### config.mk
export PLATFORM = sky130hd
export DESIGN_NAME = ecc_err_tally
export DESIGN_NICKNAME = d
export VERILOG_FILES = /design/src/rtl/ecc_tally_pkg.sv /design/src/rtl/ecc_tally_map.sv /design/src/rtl/ecc_tally_field.sv /design/src/rtl/ecc_err_tally.sv
export SDC_FILE = /design/constraint.sdc
export NUM_CORES = 1
export LEC_CHECK = 0
export CAP_MARGIN = 10
export CORE_UTILIZATION = 40
export CTS_CLUSTER_SIZE = 30
export DETAILED_ROUTE_END_ITERATION = 10
export PLACE_DENSITY = 0.58
export SLEW_MARGIN = 20
export SYNTH_ARGS = -nofsm -noshare
export SYNTH_HDL_FRONTEND = slang
export SYNTH_SLANG_ARGS = --single-unit
### constraint.sdc
create_clock -name clk -period 3.3 [get_ports clk]
set_clock_uncertainty 0.15 [all_clocks]
set_input_delay 0.99 -clock clk [delete_from_list [all_inputs] [get_ports clk]]
set_output_delay 0.99 -clock clk [all_outputs]
set_load 0.03 [all_outputs]
### src/rtl/ecc_tally_pkg.sv
package ecc_tally_pkg;
    localparam int TALLY_CNT_W = 15;
    localparam int TALLY_IDX_W = 2;
    localparam logic [1:0] POP_THREE = 2'd3;

    typedef struct packed {
        logic                   hit;
        logic [TALLY_IDX_W-1:0] reg_idx;
        logic                   hi;
    } tally_sel_t;
endpackage

### src/rtl/ecc_tally_map.sv
module ecc_tally_map
    import ecc_tally_pkg::*;
(
    input  logic       err_vld,
    input  logic       err_ch,
    input  logic [1:0] err_dimm,
    input  logic [1:0] err_rank,
    input  logic [3:0] dimm_pop,
    output tally_sel_t sel
);
    logic [1:0] pop_ch;
    logic       three;

    always_comb begin
        pop_ch = dimm_pop[{err_ch, 1'b0} +: 2];
        three  = (pop_ch == POP_THREE);
        sel    = '0;
        if (err_vld) begin
            if (three) begin
                unique case (err_dimm)
                    2'd0: sel = '{hit: 1'b1, reg_idx: {err_ch, 1'b0}, hi: 1'b0};
                    2'd1: sel = '{hit: 1'b1, reg_idx: {err_ch, 1'b0}, hi: 1'b1};
                    2'd2: sel = '{hit: 1'b1, reg_idx: {err_ch, 1'b1}, hi: 1'b0};
                    default: sel = '0;
                endcase
            end else if (!err_dimm[1]) begin
                sel = '{hit: 1'b1, reg_idx: {err_ch, err_dimm[0]}, hi: err_rank[1]};
            end
        end
    end
endmodule

### src/rtl/ecc_tally_field.sv
module ecc_tally_field #(
    parameter int CNT_W = 15
) (
    input  logic         clk,
    input  logic         rst_n,
    input  logic         inc,
    input  logic         wr,
    input  logic [CNT_W:0] wdata,
    output logic [CNT_W:0] val
);
    logic [CNT_W-1:0] cnt_q;
    logic             ovf_q;

    always_ff @(posedge clk) begin
        if (!rst_n) begin
            cnt_q <= '0;
            ovf_q <= 1'b0;
        end else if (wr) begin
            cnt_q <= wdata[CNT_W-1:0];
            ovf_q <= wdata[CNT_W];
        end else if (inc) begin
            if (&cnt_q) begin
                cnt_q <= '0;
                ovf_q <= 1'b1;
            end else begin
                cnt_q <= cnt_q + 1'b1;
            end
        end
    end

    assign val = {ovf_q, cnt_q};
endmodule

### src/rtl/ecc_err_tally.sv
module ecc_err_tally
    import ecc_tally_pkg::*;
#(
    parameter int CNT_W       = TALLY_CNT_W,
    parameter int NUM_CH      = 2,
    parameter int REGS_PER_CH = 2
) (
    input  logic                  clk,
    input  logic                  rst_n,
    input  logic                  err_vld,
    input  logic                  err_ch,
    input  logic [1:0]            err_dimm,
    input  logic [1:0]            err_rank,
    input  logic [3:0]            dimm_pop,
    input  logic                  reg_req,
    input  logic                  reg_we,
    input  logic [1:0]            reg_idx,
    input  logic [2*CNT_W+1:0]    reg_wdata,
    output logic [2*CNT_W+1:0]    reg_rdata
);
    localparam int FIELD_W = CNT_W + 1;
    localparam int REG_W   = 2 * FIELD_W;
    localparam int NUM_REG = NUM_CH * REGS_PER_CH;

    tally_sel_t               sel;
    logic [NUM_REG*REG_W-1:0] regs_flat;
    logic [REG_W-1:0]         rd_next;
    logic                     sw_wr;
    logic                     sw_rd;

    assign sw_wr = reg_req &&  reg_we;
    assign sw_rd = reg_req && !reg_we;

    ecc_tally_map u_map (
        .err_vld  (err_vld),
        .err_ch   (err_ch),
        .err_dimm (err_dimm),
        .err_rank (err_rank),
        .dimm_pop (dimm_pop),
        .sel      (sel)
    );

    for (genvar r = 0; r < NUM_REG; r++) begin : g_reg
        for (genvar f = 0; f < 2; f++) begin : g_fld
            logic hit_here;
            logic wr_here;
            assign hit_here = sel.hit && (sel.reg_idx == r[1:0]) && (sel.hi == f[0]);
            assign wr_here  = sw_wr && (reg_idx == r[1:0]);
            ecc_tally_field #(.CNT_W(CNT_W)) u_fld (
                .clk   (clk),
                .rst_n (rst_n),
                .inc   (hit_here),
                .wr    (wr_here),
                .wdata (reg_wdata[f*FIELD_W +: FIELD_W]),
                .val   (regs_flat[r*REG_W + f*FIELD_W +: FIELD_W])
            );
        end
    end

    always_comb begin
        rd_next = regs_flat[reg_idx*REG_W +: REG_W];
        if (reg_idx[0] && (dimm_pop[{reg_idx[1], 1'b0} +: 2] == POP_THREE)) begin
            rd_next[REG_W-1:FIELD_W] = '0;
        end
    end

    always_ff @(posedge clk) begin
        if (!rst_n) begin
            reg_rdata <= '0;
        end else if (sw_rd) begin
            reg_rdata <= rd_next;
        end
    end
endmodule

==> flow_summary_export.csv, run 1 <==
group,metric,value,unit
run_status,outcome,"finished clean",
floorplan,start_util,0.412,
yosys,synth-seq-area-share,0.341,
critical_path,critPathCapture,"g_reg[1].g_fld[0].u_fld.cnt_q[8]$_SDFFE_PN0P_",
place,globalplace.congestion,0.906,
sta,drv_slew,0,
yosys,yosysTopAreaCell,"dfxtp_1",
detailed_routing,vias_per_cell,6.11,
clock_network,cts_tree,"done",
critical_path,r2r-end,"g_reg[3].g_fld[0].u_fld.cnt_q[1]$_SDFFE_PN0P_",
detailed_routing,ant_nets,0,
final_layout,final_util,0.502,
sta,fmax,350,MHz
yosys,ys_seq_elements,160,
sta,period_needed,2.86,ns
critical_path,cp.arrival,2.98,ns
critical_path,reg2reg_depth,7,
yosys,synthFlopType,"dfxtp_1",
yosys,syn-num-nets,1204,
clock_network,cts_sinks,160,
critical_path,crit_buf_inv,2,
detailed_routing,drtIter0Drc,1089,
critical_path,r2r_start,"g_reg[3].g_fld[0].u_fld.cnt_q[0]$_SDFFE_PN0P_",
yosys,syn-cell-area,0.00940,mm^2
final_layout,drive_gt1_frac,0.129,
clock_network,cts_buffers,17,
global_routing,grt.total_usage,0.274,
floorplan,dieArea,0.0241,mm^2
place,io_buffers,78,
clock_network,cts-root-buf,"clkbuf_16",
critical_path,path_delay_family,"buffers and inverters",
detailed_routing,drcViolationCount,0,
global_routing,antenna_found_initial,1,
critical_path,slowest_stage,"clkdlybuf4s50_1",
floorplan,die_x,155,um
job,cap_violations,0,
global_routing,grt_pass1_vias,8397,
yosys,synth-edff-count,0,
yosys,yosysWarnings,0,
critical_path,crit_path_cell_trace,"clkdlybuf4s50_1, nand4bb_1, mux2i_1, nand2_1, buf_4, o311ai_0, a21oi_1",
sta,rsz0062_at_grt,"false",
detailed_routing,finalWirelength,32700,um
floorplan,die_h,155,um
detailed_routing,vias,9579,
detailed_routing,wl_per_cell,20.9,um
pwr,switching_power,0.00127,W
pwr,switching_share,0.265,
pwr,vdd_drop_max,323,uV
sta,setup_viol,0,
critical_path,r2r_setup_slack,0.63,ns
clock_network,cts.clk_slew.worst_paths,0.06,ns
sta,period_share,0.865,
critical_path,required,3.43,ns
clock_network,cts_setup_buffers,0,
detailed_routing,drt-pass1-iter-count,7,
critical_path,cp_num_cells,7,
place,dp_hpwl,24100,um
clock_network,cts_resized,0,
yosys,synth_cells,1148,
pwr,combPwrFrac,0.106,
global_routing,grt_pass1_wl,50200,um
critical_path,crit_path_start_kind,"input pin",
critical_path,setup.worst_path.class,"input pin to flop",
yosys,ys_types,71,
place,place_inst,1536,
pwr,cellPowerDensity,419,mW/mm^2
final_layout,nets,1298,
critical_path,setup.worst_path.start,"err_dimm[1]",
sta,max_slew_margin,0.411,
yosys,async_flop_share,0,
pwr,clkPwrFrac,0.456,
final_layout,fill_cells,2247,
final_layout,area_growth,22.0,%
global_routing,grt_max_degree,69,
floorplan,io_pins,80,
yosys,netlist.area_leader.share,0.341,
sta,final_hold_viol_count,0,
final_layout,diodes,0,
critical_path,crit_fanout,7,
pwr,p_seq_frac,0.437,
floorplan,core-area,0.0228,mm^2
sta,fin_setup_tns,0,ns
floorplan,rows,55,
clock_network,cts_hold_buffers,0,
pwr,p_leak,3.69,nW
clock_network,clk-insertion-delay-late,0.44,ns
yosys,yosys-top-cells-area,"dfxtp_1, mux4_2, o21ai_0",
final_layout,final_cells,1568,
global_routing,gr-total-overflow,0,
critical_path,critPathMaxStageDelay,0.54,ns
clock_network,htreeDepth,4,
min_path,hp-class,"flop to flop",
critical_path,timing.critical_path.to_type,"flop",
clock_network,clock_tree.buffer_depth,2,
sta,worst_pin_slew,0.884,ns
yosys,syn_avg_cell_area,8.19,um^2
pwr,fin_total_pwr,0.00480,W
pwr,p_int,0.00353,W
layout by cell type, fill, tap and decap left out, types with 5 or more instances in the layout:
| master | netlist | layout |
|---|---|---|
| clkbuf_16 | 0 | 17 |
| nand3_1 | 57 | 57 |
| and4_1 | 13 | 13 |
| xnor2_1 | 23 | 23 |
| or2_2 | 5 | 5 |
| nor2_1 | 78 | 77 |
| or4_1 | 10 | 10 |
| a211oi_1 | 10 | 10 |
| nor4_1 | 12 | 12 |
| and3_1 | 16 | 16 |
| a22oi_1 | 25 | 25 |
| ha_1 | 8 | 8 |
| a221oi_1 | 5 | 5 |
| buf_4 | 0 | 70 |
| a31oi_1 | 46 | 46 |
| nor2b_1 | 5 | 5 |
| nand4b_1 | 6 | 6 |
| dfxtp_1 | 160 | 160 |
| xor2_1 | 26 | 26 |
| mux2i_1 | 10 | 10 |
| inv_1 | 7 | 7 |
| nand3b_1 | 7 | 7 |
| nand2_1 | 119 | 119 |
| a22o_1 | 5 | 5 |
| nor3_1 | 30 | 30 |
| nand4_1 | 37 | 37 |
| mux4_2 | 32 | 32 |
| a21oi_1 | 99 | 99 |
| o21ai_0 | 117 | 117 |
| and2_1 | 13 | 13 |
| or3_1 | 19 | 18 |
| clkdlybuf4s50_1 | 0 | 75 |
metal layers:
metal | wire length (um) | GRT usage | part of all wire | up-vias
met5 | 0 | 0 | 0 | -
met4 | 315 | 0.0584 | 0.0096 | 0
met3 | 3120 | 0.0487 | 0.095 | 21
met2 | 13300 | 0.373 | 0.41 | 408
met1 | 16000 | 0.440 | 0.49 | 4598
li1 | - | - | - | 4552
sequential cells by signal, indices dropped and copies added (netlist names):
name and count:
g.g_fld.u_fld.cnt_q 120, reg_rdata 32, g.g_fld.u_fld.ovf_q 8
metrics by stage:
step                      setup WS, ns  hold WS, ns  instance area [um^2]
after floorplan                  0.586        0.306                  9400
final                            0.445        0.304                 11500
after global routing             0.195        0.327                 11500
after CTS                        0.484        0.306                 11500
after detailed placement        0.0190        0.297                 10800
after global placement          0.0568        0.293                 10800
power by group through the flow:
stage / Clock [W] / Combinational [W] / Sequential (W)
after floorplan: 0 / 0.000280 / 0.00210
after global placement: 0 / 0.000498 / 0.00214
after detailed placement: 0 / 0.000501 / 0.00214
after CTS: 0.00221 / 0.000504 / 0.00210
after global routing: 0.00230 / 0.000549 / 0.00211
final: 0.00219 / 0.000510 / 0.00210
cell families (layout without fill, tap and decap cells):
group	Yosys count	in the layout	share of synthesized area
buffers and inverters	83	190	0.0350
and+or+nand+nor	449	449	0.249
DFF	160	160	0.341
AOI/OAI and AO/OA	354	354	0.228
adders and majority gates	8	8	0.0106
xor gates and xnor gates	49	49	0.0456
muxes	45	45	0.0912
worst register-to-register path, stage by stage, from the launching register on:
cell and delay (ns):
dfxtp_1 0.48, ha_1 0.28, nand4_1 0.21, or4_1 0.71, and4_1 0.27, buf_4 0.15, a221oi_1 0.24, nor2_1 0.06
synthesized netlist by cell type (all sizes together) (11+ instances only):
cell    number
dfxtp      160
nand2      120
o21ai      117
a21oi      100
nor2        78
clkbuf      58
nand3       57
a31oi       46
nand4       37
mux4        32
nor3        31
xor2        26
a22oi       25
xnor2       23
or3         19
buf         17
and3        16
nor4        16
and2        13
and4        13
mux2i       11
layout make-up:
type | count | area (um^2) | area share
clock inverter | 12 | 183 | 0.0159
inverter | 8 | 30.0 | 0.00262
tap | 313 | 392 | 0.0341
clock buffer | 20 | 457 | 0.0398
timing repair buffer | 150 | 1330 | 0.116
sequential | 160 | 3200 | 0.279
multi-input combinational | 905 | 5880 | 0.512
worst min path at each step:
stage          cells past startpoint                                       start  slack [ns]                                    endpoint
6_report                           2                   reg_rdata[4]$_SDFFE_PN0P_        0.30                   reg_rdata[4]$_SDFFE_PN0P_
5_1_grt                            2                   reg_rdata[0]$_SDFFE_PN0P_        0.33                   reg_rdata[0]$_SDFFE_PN0P_
4_1_cts                            2                   reg_rdata[2]$_SDFFE_PN0P_        0.31                   reg_rdata[2]$_SDFFE_PN0P_
3_5_place_dp                       2                   reg_rdata[2]$_SDFFE_PN0P_        0.30                   reg_rdata[2]$_SDFFE_PN0P_
3_3_place_gp                       2                   reg_rdata[2]$_SDFFE_PN0P_        0.29                   reg_rdata[2]$_SDFFE_PN0P_
2_1_floorplan                      2  g_reg[3].g_fld[0].u_fld.ovf_q$_SDFFE_PN0P_        0.31  g_reg[3].g_fld[0].u_fld.ovf_q$_SDFFE_PN0P_
Note: power is estimated with default switching activity, not from simulation.
==> inputs of run 2 (changes only) <==
Settings changed: ABC_AREA set to 1, PLACE_DENSITY 0.58 to 0.57.
==> run 2 against run 1 <==
Against the previous run:
- the flow now finishes with violations (DRC)
- utilization down 2.6 points
- count of clock-buffer cells in the layout down 1
- largest cell class unchanged
- clock power down 8%
- area after synthesis up 15%
- critical endpoint is now reg_rdata[31]$_SDFFE_PN0P_
- cell area up 9.1%
- register-to-register slack better by 0.23 ns
- sequential power down 5%
==> flow_summary_export.csv, run 2 <==
group,metric,value,unit
critical_path,critPathMaxStageDelay,0.75,ns
yosys,synth-seq-area-share,0.297,
yosys,netlist.area_leader.share,0.297,
detailed_routing,wl_per_cell,18.1,um
pwr,cellPowerDensity,365,mW/mm^2
floorplan,core-area,0.0263,mm^2
global_routing,grt_pass1_wl,61700,um
global_routing,grt_max_degree,41,
global_routing,grt.total_usage,0.285,
sta,holdWs,0.308,ns
final_layout,diodes,0,
sta,final_hold_viol_count,0,
final_layout,nets,1880,
floorplan,die_x,166,um
pwr,p_leak,4.54,nW
detailed_routing,ant_nets,0,
floorplan,io_pins,80,
critical_path,slowest_stage,"nor2_1",
final_layout,largest_register_ffs,120,
sta,max_slew_margin,0.359,
detailed_routing,drt-pass1-iter-count,8,
global_routing,grt.busiest_layer,"met1",
sta,fmax,352,MHz
clock_network,cts_setup_buffers,0,
yosys,yosysMostFrequentCell,"nand2_1",
clock_network,cts_resized,0,
clock_network,htreeDepth,4,
run_status,failed_checks,"DRC",
sta,setup_viol,0,
place,io_buffers,78,
critical_path,cp.arrival,3.06,ns
detailed_routing,vias_per_cell,5.57,
pwr,combPwrFrac,0.122,
yosys,synth-edff-count,0,
yosys,yosysTopAreaCell,"dfxtp_1",
final_layout,top_register,"g.g_fld.u_fld.cnt_q",
critical_path,timing.critical_path.to_type,"flop",
final_layout,area_growth,16.1,%
pwr,p_seq_frac,0.437,
sta,fin_setup_tns,0,ns
clock_network,cts-root-buf,"clkbuf_16",
pwr,clkPwrFrac,0.442,
global_routing,met1_usage,0.429,
detailed_routing,drcViolationCount,2,
yosys,yosys-top-cells-area,"dfxtp_1, nand2_1, nand3_1",
pwr,fin_total_pwr,0.00457,W
place,dp_hpwl,28800,um
pwr,switching_share,0.282,
detailed_routing,finalWirelength,39300,um
floorplan,rows,59,
clock_network,cts_sinks,160,
pwr,switching_power,0.00129,W
detailed_routing,vias,12083,
yosys,yosysWarnings,0,
critical_path,crit_path_start_kind,"input pin",
floorplan,start_util,0.410,
global_routing,grt_pass1_vias,11060,
clock_network,clk-insertion-delay-late,0.43,ns
final_layout,final_common_cell,"nand2_1",
clock_network,cts_tree,"done",
yosys,synth.top_cells.by_count,"nand2_1, nand3_1, dfxtp_1, a21oi_1, inv_1",
global_routing,met2_usage,0.416,
sta,rsz0062_at_grt,"false",
place,globalplace.congestion,0.949,
clock_network,clock_tree.buffer_depth,2,
sta,worst_pin_slew,0.958,ns
pwr,vdd_drop_max,344,uV
final_layout,reg_top3,"g.g_fld.u_fld.cnt_q: 120 flops, reg_rdata: 32 flops, g.g_fld.u_fld.ovf_q: 8 flops",
sta,period_share,0.862,
clock_network,cts_hold_buffers,0,
critical_path,crit_fanout,16,
min_path,hp-class,"flop to flop",
floorplan,die_h,166,um
sta,period_needed,2.84,ns
job,cap_violations,0,
global_routing,antenna_found_initial,0,
yosys,syn-cell-area,0.0108,mm^2
final_layout,drive_gt1_frac,0.0648,
yosys,ys_types,34,
sta,drv_slew,0,
global_routing,gr-total-overflow,0,
critical_path,crit_path_cell_trace,"clkdlybuf4s50_1, nor2_4, inv_2, o22ai_1, nor2_1, o21ai_0, a21oi_1",
final_layout,layout_common_cells,"nand2_1, nand3_1, dfxtp_1",
critical_path,required,3.51,ns
pwr,p_int,0.00328,W
global_routing,grt_use_met3,0.0536,
yosys,synthFlopType,"dfxtp_1",
yosys,synth_cells,1770,
yosys,syn_avg_cell_area,6.09,um^2
critical_path,setup.worst_path.class,"input pin to flop",
floorplan,dieArea,0.0276,mm^2
clock_network,cts.clk_slew.worst_paths,0.07,ns
detailed_routing,drtIter0Drc,1229,
yosys,async_flop_share,0,
clock_network,cts_buffers,17,
run_status,outcome,"complete, but fails checks",
yosys,syn-num-nets,1826,
yosys,ys_seq_elements,160,
-- run 2: cell types whose count changed in the layout (fill, tap and decap cells not counted), sizes merged, moves of 57 or more --
cell	change
a21oi	+57
inv	+151
nand2	+425
nand3	+178
nor2	+69
o22ai	+62
-- run 2: area by class of cell --
class | count | area, um^2
Tap cell | 335 | 419
Inverter | 158 | 596
Fill cell | 2784 | 13800
Timing Repair Buffer | 123 | 1170
Multi-Input combinational cell | 1364 | 6560
Clock buffer | 19 | 443
Sequential cell | 160 | 3200
Clock inverter | 12 | 133
-- run 2: cells by family after synthesis --
group | share of synthesized area
and+or+nand+nor | 0.391
buffers and inverters | 0.0950
AOI/OAI and AO/OA | 0.177
adders and majority gates | 0.00928
DFF | 0.297
xor gates and xnor gates | 0.0300
-- run 2: path summary, 6_finish.rpt --
path / from / cells after the start / endpoint / slack [ns]
worst min register to register: g_reg[1].g_fld[0].u_fld.ovf_q$_SDFFE_PN0P_ / 2 / g_reg[1].g_fld[0].u_fld.ovf_q$_SDFFE_PN0P_ / 0.31
worst min-delay path: g_reg[1].g_fld[0].u_fld.ovf_q$_SDFFE_PN0P_ / 2 / g_reg[1].g_fld[0].u_fld.ovf_q$_SDFFE_PN0P_ / 0.31
worst max register to register: g_reg[0].g_fld[0].u_fld.cnt_q[0]$_SDFFE_PN0P_ / 8 / g_reg[0].g_fld[0].u_fld.cnt_q[7]$_SDFFE_PN0P_ / 0.86
worst max-delay path: reg_idx[1] / 7 / reg_rdata[31]$_SDFFE_PN0P_ / 0.46
-- run 2: power by group through the flow --
stage | logic, W | registers (W) | clock network, W
after floorplan | 0.000274 | 0.00206 | 0
after global placement | 0.000545 | 0.00204 | 0
after detailed placement | 0.000546 | 0.00204 | 0
after CTS | 0.000548 | 0.00200 | 0.00205
after global routing | 0.000597 | 0.00200 | 0.00214
final | 0.000556 | 0.00200 | 0.00202
-- run 2: worst max-delay path, delay by kind of cell --
family | cells | cell delay (ns)
simple gates | 2 | 0.82
compound gates | 3 | 0.55
buf+inv | 2 | 0.69
-- run 2: through the flow --
| stage | area (um^2) | cells | util | setup WS (ns) |
|---|---|---|---|---|
| floorplan | 10800 | 1770 | - | 0.834 |
| detailed placement | 11900 | 2140 | 0.455 | 0.0591 |
| CTS | 12500 | 2171 | 0.477 | 0.493 |
| finish | 12500 | 2171 | 0.477 | 0.457 |
| global placement | 11900 | 2140 | 0.455 | 0.0753 |
| global route | 12500 | 2171 | 0.477 | 0.332 |
-- run 2: routing by layer --
layer  routed length [um]  share of wire
met2                16400           0.42
met3                 3480          0.089
met5                    0              0
met4                  374         0.0095
met1                19100           0.49
==> inputs of run 3 (changes only) <==
Clock period 3.3 ns to 3.45 ns, I/O delays scaled along.
==> run 3 against run 2 <==
Against the previous run:
- flip-flop and latch count unchanged
- total power decreased by 5.5%
- critical path type unchanged
- wire length decreased by 0.71%
- global-route usage about the same
- the run still ends with DRC left
- first-iteration DRC count increased by 2.2%
- register-to-register slack improved by 0.09 ns
- via count about the same
- critical endpoint is now g_reg[0].g_fld[0].u_fld.cnt_q[7]$_SDFFE_PN0P_
- clock power decreased by 7%
- non-clock buffer count increased by 2
- highest routed layer unchanged
==> flow_summary_export.csv, run 3 (synthesis gave the netlist of run 2 again) <==
group,metric,value,unit
run_status,outcome,"complete, but fails checks",
run_status,failed_checks,"DRC",
floorplan,rows,59,
detailed_routing,drtIter0Drc,1256,
clock_network,cts-root-buf,"clkbuf_16",
global_routing,met1_usage,0.427,
critical_path,setup.worst_path.class,"input pin to flop",
sta,final_hold_viol_count,0,
global_routing,grt_use_met3,0.0529,
detailed_routing,wl_per_cell,17.9,um
pwr,p_leak,4.53,nW
critical_path,crit_fanout,18,
floorplan,io_pins,80,
detailed_routing,drt-pass1-iter-count,8,
global_routing,met2_usage,0.418,
final_layout,reg_top3,"g.g_fld.u_fld.cnt_q: 120 flops, reg_rdata: 32 flops, g.g_fld.u_fld.ovf_q: 8 flops",
global_routing,grt.total_usage,0.285,
sta,fin_setup_tns,0,ns
final_layout,top_register,"g.g_fld.u_fld.cnt_q",
clock_network,cts_resized,0,
critical_path,r2r_setup_slack,0.95,ns
clock_network,cts_buffers,17,
clock_network,clk-insertion-delay-late,0.45,ns
sta,drv_slew,0,
detailed_routing,vias_per_cell,5.56,
job,cap_violations,0,
clock_network,clock_tree.buffer_depth,2,
detailed_routing,drcViolationCount,2,
floorplan,core-area,0.0263,mm^2
critical_path,timing.critical_path.to_type,"flop",
final_layout,diodes,0,
critical_path,reg2reg_depth,8,
global_routing,grt.busiest_layer,"met1",
final_layout,final_cells,2174,
final_layout,final_common_cell,"nand2_1",
sta,rsz0062_at_grt,"false",
min_path,min_path_cells,2,
critical_path,crit_path_start_kind,"input pin",
global_routing,antenna_found_initial,0,
sta,fmax,333,MHz
floorplan,die_x,166,um
floorplan,dieArea,0.0276,mm^2
floorplan,die_h,166,um
critical_path,cp.arrival,3.16,ns
final_layout,nets,1882,
global_routing,grt_max_degree,59,
pwr,cellPowerDensity,346,mW/mm^2
clock_network,cts_hold_buffers,0,
global_routing,grt_pass1_wl,61500,um
clock_network,cts_setup_buffers,0,
detailed_routing,vias,12089,
clock_network,cts.clk_slew.worst_paths,0.07,ns
sta,setup_viol,0,
final_layout,layout_common_cells,"nand2_1, nand3_1, dfxtp_1",
min_path,hp-class,"flop to flop",
place,io_buffers,78,
place,dp_hpwl,29000,um
place,place_inst,2142,
final_layout,area_growth,15.9,%
sta,max_slew_margin,0.365,
sta,worst_pin_slew,0.948,ns
clock_network,htreeDepth,4,
floorplan,start_util,0.410,
pwr,vdd_drop_max,336,uV
place,globalplace.congestion,0.929,
clock_network,cts_tree,"done",
global_routing,gr-total-overflow,0,
clock_network,cts_sinks,160,
detailed_routing,finalWirelength,39000,um
final_layout,largest_register_ffs,120,
detailed_routing,ant_nets,0,
sta,period_needed,3.01,ns
critical_path,required,3.60,ns
global_routing,grt_pass1_vias,11064,
sta,period_share,0.871,
final_layout,drive_gt1_frac,0.0658,
[run 3: cell types whose count changed in the layout (fill, tap and decap cells not counted)]
cell | previous run | this run
buf_12 | 4 | 2
bufinv_16 | 2 | 1
clkinvlp_4 | 3 | 1
inv_6 | 3 | 2
clkinv_2 | 3 | 4
clkbuf_1 | 1 | 2
buf_4 | 41 | 45
clkinv_4 | 1 | 4
[run 3: cell type report]
type / instances / area (um^2)
clock buffer: 20 / 447
clock inverter: 12 / 110
fill: 2780 / 13800
inverter: 158 / 596
multi-input combinational: 1364 / 6560
sequential: 160 / 3200
tap: 335 / 419
timing repair buffer: 125 / 1160
[run 3: worst max-delay path, stage by stage]
cell,delay [ns]
clkdlybuf4s50_1,0.59
nor2_4,0.50
inv_2,0.11
nor2_4,0.12
inv_2,0.16
o21ai_0,0.35
o22ai_1,0.13
nand2_1,0.09
a21oi_1,0.06
[run 3: per-stage QoR]
stage	setup slack (ns)	util	cell area, um^2	hold WS [ns]	total power [W]
floorplan	0.939	-	10800	0.278	0.00223
global placement	0.0648	0.454	11900	0.291	0.00247
detailed placement	0.0209	0.454	11900	0.293	0.00247
CTS	0.486	0.475	12500	0.303	0.00434
global route	0.231	0.475	12500	0.336	0.00447
finish	0.444	0.475	12500	0.307	0.00432
[run 3: layer usage]
metal / vias up / wire length (um)
li1: 6006 / -
met1: 5616 / 19100
met2: 436 / 16300
met3: 31 / 3200
met4: 0 / 405
met5: - / 0
[run 3: power breakdown]
part	internal [W]	total [W]	switching [W]
clock	0.00102	0.00188	0.000863
sequential	0.00188	0.00191	0.0000328
combinational	0.000176	0.000530	0.000354
total	0.00307	0.00432	0.00125
[run 3: worst paths after layout]
path | from | endpoint
max reg2reg | g_reg[0].g_fld[0].u_fld.cnt_q[0]$_SDFFE_PN0P_ | g_reg[0].g_fld[0].u_fld.cnt_q[7]$_SDFFE_PN0P_
min | g_reg[0].g_fld[0].u_fld.ovf_q$_SDFFE_PN0P_ | g_reg[0].g_fld[0].u_fld.ovf_q$_SDFFE_PN0P_
min reg2reg | g_reg[0].g_fld[0].u_fld.ovf_q$_SDFFE_PN0P_ | g_reg[0].g_fld[0].u_fld.ovf_q$_SDFFE_PN0P_
max | reg_idx[1] | g_reg[0].g_fld[0].u_fld.cnt_q[7]$_SDFFE_PN0P_
